<file path="src/rtl/sort5_pkg.sv">
package sort5_pkg;

    // number of data lanes handled by the network
    localparam int unsigned LANES    = 5;
    // comparators in the whole network and how many sit before the first register
    localparam int unsigned CE_TOTAL = 9;
    localparam int unsigned CE_SPLIT = 6;

    // comparator k orders lanes CE_LO[k] (receives the minimum) and CE_HI[k]
    // (receives the maximum); entries are listed level by level:
    // level 1: k0,k1  level 2: k2,k3  level 3: k4,k5  level 4: k6,k7  level 5: k8
    localparam int unsigned CE_LO [CE_TOTAL] = '{0, 1, 0, 1, 0, 2, 1, 3, 2};
    localparam int unsigned CE_HI [CE_TOTAL] = '{3, 4, 2, 3, 1, 4, 2, 4, 3};

endpackage

</file>
<file path="src/rtl/sort5_cmp.sv">
module sort5_cmp #(
    parameter int unsigned DATA_W = 8
) (
    input  logic [DATA_W-1:0] a_i,
    input  logic [DATA_W-1:0] b_i,
    output logic [DATA_W-1:0] lo_o,
    output logic [DATA_W-1:0] hi_o
);

    // unsigned compare-and-exchange; ties keep the operands in place
    always_comb begin
        if (b_i < a_i) begin
            lo_o = b_i;
            hi_o = a_i;
        end else begin
            lo_o = a_i;
            hi_o = b_i;
        end
    end

endmodule

</file>
<file path="src/rtl/sort5_stage.sv">
module sort5_stage
    import sort5_pkg::*;
#(
    parameter int unsigned DATA_W   = 8,
    parameter int unsigned FIRST    = 0,
    parameter int unsigned COUNT    = CE_SPLIT,
    parameter bit          RESET_EN = 1'b1
) (
    input  logic                           clk,
    input  logic                           rst,
    input  logic [LANES-1:0][DATA_W-1:0]   lanes_i,
    output logic [LANES-1:0][DATA_W-1:0]   lanes_o
);

    typedef logic [LANES-1:0][DATA_W-1:0] vec_t;

    typedef struct packed {
        vec_t lanes;
    } stage_t;

    vec_t   net [COUNT+1];
    stage_t stage_d;
    stage_t stage_q;

    assign net[0] = lanes_i;

    // chain of comparators taken from the shared network table
    for (genvar k = 0; k < COUNT; k++) begin : g_ce
        localparam int unsigned LO = CE_LO[FIRST+k];
        localparam int unsigned HI = CE_HI[FIRST+k];

        logic [DATA_W-1:0] mn;
        logic [DATA_W-1:0] mx;
        vec_t              nxt;

        sort5_cmp #(
            .DATA_W (DATA_W)
        ) u_ce (
            .a_i  (net[k][LO]),
            .b_i  (net[k][HI]),
            .lo_o (mn),
            .hi_o (mx)
        );

        always_comb begin
            nxt     = net[k];
            nxt[LO] = mn;
            nxt[HI] = mx;
        end

        assign net[k+1] = nxt;
    end

    always_comb begin
        stage_d.lanes = net[COUNT];
        if (RESET_EN && rst) begin
            stage_d = '0;
        end
    end

    always_ff @(posedge clk) begin
        stage_q <= stage_d;
    end

    assign lanes_o = stage_q.lanes;


    stage_clear_chk: assert property (@(posedge clk)
        (RESET_EN && rst) |=> (lanes_o == '0));

endmodule

</file>
<file path="src/rtl/sort5_pipe.sv">
module sort5_pipe
    import sort5_pkg::*;
#(
    parameter int unsigned DATA_W   = 8,
    parameter bit          RESET_EN = 1'b1
) (
    input  logic              clk,
    input  logic              rst,
    input  logic [DATA_W-1:0] in1,
    input  logic [DATA_W-1:0] in2,
    input  logic [DATA_W-1:0] in3,
    input  logic [DATA_W-1:0] in4,
    input  logic [DATA_W-1:0] in5,
    output logic [DATA_W-1:0] out1,
    output logic [DATA_W-1:0] out2,
    output logic [DATA_W-1:0] out3,
    output logic [DATA_W-1:0] out4,
    output logic [DATA_W-1:0] out5
);

    localparam int unsigned LATE_CNT = CE_TOTAL - CE_SPLIT;
    localparam int unsigned SUM_W    = DATA_W + 3;

    typedef logic [LANES-1:0][DATA_W-1:0] vec_t;

    vec_t in_vec;
    vec_t mid_vec;
    vec_t fin_vec;

    // lane 0 is in1; after sorting lane 0 holds the minimum
    assign in_vec = {in5, in4, in3, in2, in1};

    sort5_stage #(
        .DATA_W   (DATA_W),
        .FIRST    (0),
        .COUNT    (CE_SPLIT),
        .RESET_EN (RESET_EN)
    ) u_early (
        .clk     (clk),
        .rst     (rst),
        .lanes_i (in_vec),
        .lanes_o (mid_vec)
    );

    sort5_stage #(
        .DATA_W   (DATA_W),
        .FIRST    (CE_SPLIT),
        .COUNT    (LATE_CNT),
        .RESET_EN (RESET_EN)
    ) u_late (
        .clk     (clk),
        .rst     (rst),
        .lanes_i (mid_vec),
        .lanes_o (fin_vec)
    );

    // largest value leaves on out1, smallest on out5
    assign out1 = fin_vec[4];
    assign out2 = fin_vec[3];
    assign out3 = fin_vec[2];
    assign out4 = fin_vec[1];
    assign out5 = fin_vec[0];

    // ---------------- checks ----------------
    logic              rst_eff;
    logic [SUM_W-1:0]  sum_in;
    logic [SUM_W-1:0]  sum_out;
    logic [DATA_W-1:0] max_in;
    logic [DATA_W-1:0] min_in;

    assign rst_eff = RESET_EN && rst;

    always_comb begin
        sum_in  = '0;
        sum_out = SUM_W'(out1) + SUM_W'(out2) + SUM_W'(out3) + SUM_W'(out4) + SUM_W'(out5);
        max_in  = in1;
        min_in  = in1;
        for (int i = 0; i < LANES; i++) begin
            sum_in = sum_in + SUM_W'(in_vec[i]);
            if (in_vec[i] > max_in) max_in = in_vec[i];
            if (in_vec[i] < min_in) min_in = in_vec[i];
        end
    end


    order_out_chk: assert property (@(posedge clk) disable iff (rst_eff)
        1'b1 |=> ##1 ((out1 >= out2) && (out2 >= out3) && (out3 >= out4) && (out4 >= out5)));


    early_min_chk: assert property (@(posedge clk) disable iff (rst_eff)
        1'b1 |=> ((mid_vec[0] <= mid_vec[1]) && (mid_vec[0] <= mid_vec[2]) &&
                  (mid_vec[0] <= mid_vec[3]) && (mid_vec[0] <= mid_vec[4])));


    sum_keep_chk: assert property (@(posedge clk) disable iff (rst_eff)
        1'b1 |=> ##1 (sum_out == $past(sum_in, 2)));


    extreme_keep_chk: assert property (@(posedge clk) disable iff (rst_eff)
        1'b1 |=> ##1 ((out1 == $past(max_in, 2)) && (out5 == $past(min_in, 2))));


    release_zero_chk: assert property (@(posedge clk)
        $fell(rst_eff) |=> ((out1 == '0) && (out5 == '0)));

endmodule

</file>
<file path="config.mk">
export PLATFORM = sky130hd
export DESIGN_NAME = sort5_pipe
export DESIGN_NICKNAME = d
export VERILOG_FILES = /design/src/rtl/sort5_pkg.sv /design/src/rtl/sort5_cmp.sv /design/src/rtl/sort5_stage.sv /design/src/rtl/sort5_pipe.sv
export SDC_FILE = /design/constraint.sdc
export NUM_CORES = 1
export LEC_CHECK = 0
export BUFFER_PORTS_ARGS = -buffer_cell sky130_fd_sc_hd__buf_2
export CAP_MARGIN = 10
export CORE_MARGIN = 10
export CORE_UTILIZATION = 59
export CTS_BUF_LIST = sky130_fd_sc_hd__clkbuf_4 sky130_fd_sc_hd__clkbuf_8
export CTS_CLUSTER_DIAMETER = 40
export DETAILED_ROUTE_END_ITERATION = 6
export PLACE_DENSITY = 0.83
export SETUP_SLACK_MARGIN = 0.3
export SYNTH_ARGS = -nofsm -noshare
export SYNTH_HDL_FRONTEND = slang
export SYNTH_SLANG_ARGS = --single-unit
</file>
<file path="constraint.sdc">
create_clock -name clk -period 7.77 [get_ports clk]
set_input_delay 1.554 -clock clk [delete_from_list [all_inputs] [get_ports clk]]
set_output_delay 1.554 -clock clk [all_outputs]
set_load 0.02 [all_outputs]
</file>
==> qor.yml <==
tightest_slew_ps: 1170
post-route-period-util: 0.861
p_leak_nw: 2.85
fin_tns_setup_ps: 0
power_mw: 2.17
holdPathStages: 1
hold_path.class: "reg2reg"
htreeDepth: 3
dp_cells: 745
synth_top_area_share: 0.314
finalHoldViolCount: 0
power_density_nw_per_um2: 375
synthArstFlopShare: 0
cts_hold_buf: 0
stdcell_count: 761
arrival_ps: 6930
antenna_found_initial: 0
r2r-end: "u_late.lanes_o[25]"
pwr-share-comb: 0.568
p_seq_frac: 0.270
fillers: 653
cts_buffer_depth: 2
ys_top_cells_by_count: "dfxtp_1 (80), nor2_1 (70), mux2i_1 (65)"
synth_edf_count: 0
pin_count: 82
drc: 0
start_kind: "input pin"
cp_max_fo: 16
synth_top_cell_by_area: "dfxtp_1"
antenna_cells: 0
min_from: "u_early.lanes_o[2]"
drtAntennaViolNets: 0
postCtsSetupBuffers: 0
relSlewSlack: 0.217
dp_slack_ps: 800
cp.required_ps: 8010
cts_root_buf: "clkbuf_8"
drv_slew: 0
fin_nets: 754
syn_to_final_growth_pct: 13.6
grt_pass1_vias: 4283
finalClockSkew_ps: 11.5
path_class: "in2reg"
yosys_warnings: 0
dr_total_vias: 4245
avgViaCountPerCell: 5.58
ff2ff_path_depth: 15
grt_pass1_wl_mm: 19.7
cts_resized: 0
gr-usage-all-layers: 0.185
initial_utilization: 0.614
clk_pin_slew_ps: 90
syn-num-nets: 683
ys_ff_latch: 80
gp_congestion: 0.953
synth-seq-area-share: 0.314
cts_tree: "yes"
cp-end-kind: "register"
syn-instance-count: 580
status: "finished clean"
cts_made_buffers: 9
insertion_delay_ps: 350
power_frac_clock: 0.162
holdPathEnd: "u_late.lanes_o[2]"
power_switching_uw: 947
setup_violations: 0
synthFlopType: "dfxtp_1"
drt_iter0_markers: 213
io_buffer_count: 81
drive_above_1_share: 0.184
num_rows: 33
core_area_um2: 8300
max-vdd-ir-drop_uv: 269
r2r_setup_slack_ps: 3460
yosys-top-cells-area: "dfxtp_1 (31%), ha_1 (15%), mux2i_1 (13%)"
final.setup.worst_slack_ps: 1080
drt_pre_antenna_iters: 5
min_period_ps: 6690
place_hpwl_mm: 9.68
die_w_um: 113
ys_types: 49
drt-total-wl_mm: 12.1
die_h_um: 113
grt_max_degree: 81
syn_avg_cell_area_um2: 8.78
grt-ovfl-total: 0
swShare: 0.436
rsz0062_at_grt: "false"
syn_area_um2: 5090
maxCapViolations: 0
clock_sink_count: 80
die_area_um2: 12800
timing.rr.start: "u_early.lanes_o[12]"
internal_power_mw: 1.22
wire_per_inst_um: 15.9
fmax_ghz: 0.149
yosysMostFrequentCell: "dfxtp_1"
## power by group through the flow
stage / Sequential [mW] / Combinational (mW) / Clock (mW)
floorplan: 0.658 / 0.886 / 0
CTS: 0.587 / 1.23 / 0.355
global placement: 0.592 / 1.16 / 0
detailed placement: 0.597 / 1.20 / 0
global route: 0.599 / 1.36 / 0.372
finish: 0.587 / 1.23 / 0.351
## worst max-delay path by stage
stage / to / slack [ps] / from
6_report: u_early.lanes_o[8] / 1080 / in1[1]
3_3_place_gp: u_early.lanes_o[0] / 880 / in1[1]
5_1_grt: u_early.lanes_o[8] / 600 / in1[1]
4_1_cts: u_early.lanes_o[8] / 1120 / in1[1]
2_1_floorplan: u_early.lanes_o[16] / 1380 / in1[1]
3_5_place_dp: u_early.lanes_o[0] / 800 / in1[1]
## cell type report
type	count	area [um2]	share of cell area
multi-input cells	423	3190	0.550
flip-flops and latches	80	1600	0.277
repair buffers	86	443	0.0765
inverters	51	191	0.0331
well taps	105	131	0.0227
clock buffers	9	124	0.0214
clock inverters	7	111	0.0192
## cell families (layout without fill, tap and decap cells)
logic type	Yosys count	in the layout	share of synthesized area
AOI/OAI and AO/OA	114	114	0.146
DFF	80	80	0.314
buffers and inverters	77	153	0.0609
adders and majority gates	61	61	0.150
xor gates and xnor gates	1	1	0.00172
muxes	91	91	0.186
and+or+nand+nor	156	156	0.141
## state kept, by name, summed over array words and instances (netlist names)
register / flops
u_early.lanes_o: 40
u_late.lanes_o: 40
## metal layers
metal / wire length, um / up-vias / global-route usage
met5: 0 / - / 0
met4: 437 / 0 / 0.0948
met3: 725 / 31 / 0.0412
met2: 5780 / 152 / 0.318
met1: 5130 / 1904 / 0.211
li1: - / 2158 / -
## worst max-delay path, stage by stage
cell       delay (ps)
buf_2             110
inv_1              50
ha_1              280
a2111oi_0         510
o21ba_1           580
buf_4             300
mux2i_1           290
inv_1             120
ha_1              290
nor2_1             40
a31oi_1           160
a311oi_1          140
o21ai_2           310
mux2i_1           380
ha_1              300
and4_1            190
a21oi_1           140
nand2_1            80
nor4_1            450
a21oi_4           270
mux2_1            370
## layout by cell type (no fill, tap or decap), types with 3 or more instances in the layout
cell       n
buf_2     81
dfxtp_1   80
nor2_1    70
mux2i_1   65
ha_1      61
inv_1     51
nand2_1   36
a21oi_1   32
o21ai_1   24
a211oi_1  16
nand2b_1  15
mux2_2    13
mux2_1    12
nor2b_1   11
a21o_1     9
o21ai_0    9
clkbuf_8   9
or2_1      7
or2_0      6
buf_4      5
and4_1     3
inv_6      3
## per-stage QoR
stage / hold slack, ps / instance area [um2] / util
final: 446 / 5790 / 0.698
after global routing: 470 / 5790 / 0.698
after CTS: 450 / 5790 / 0.698
after detailed placement: 428 / 5550 / 0.669
after global placement: 431 / 5550 / 0.669
after floorplan: 414 / 5090 / -
Power figures use the tool's default switching activity.
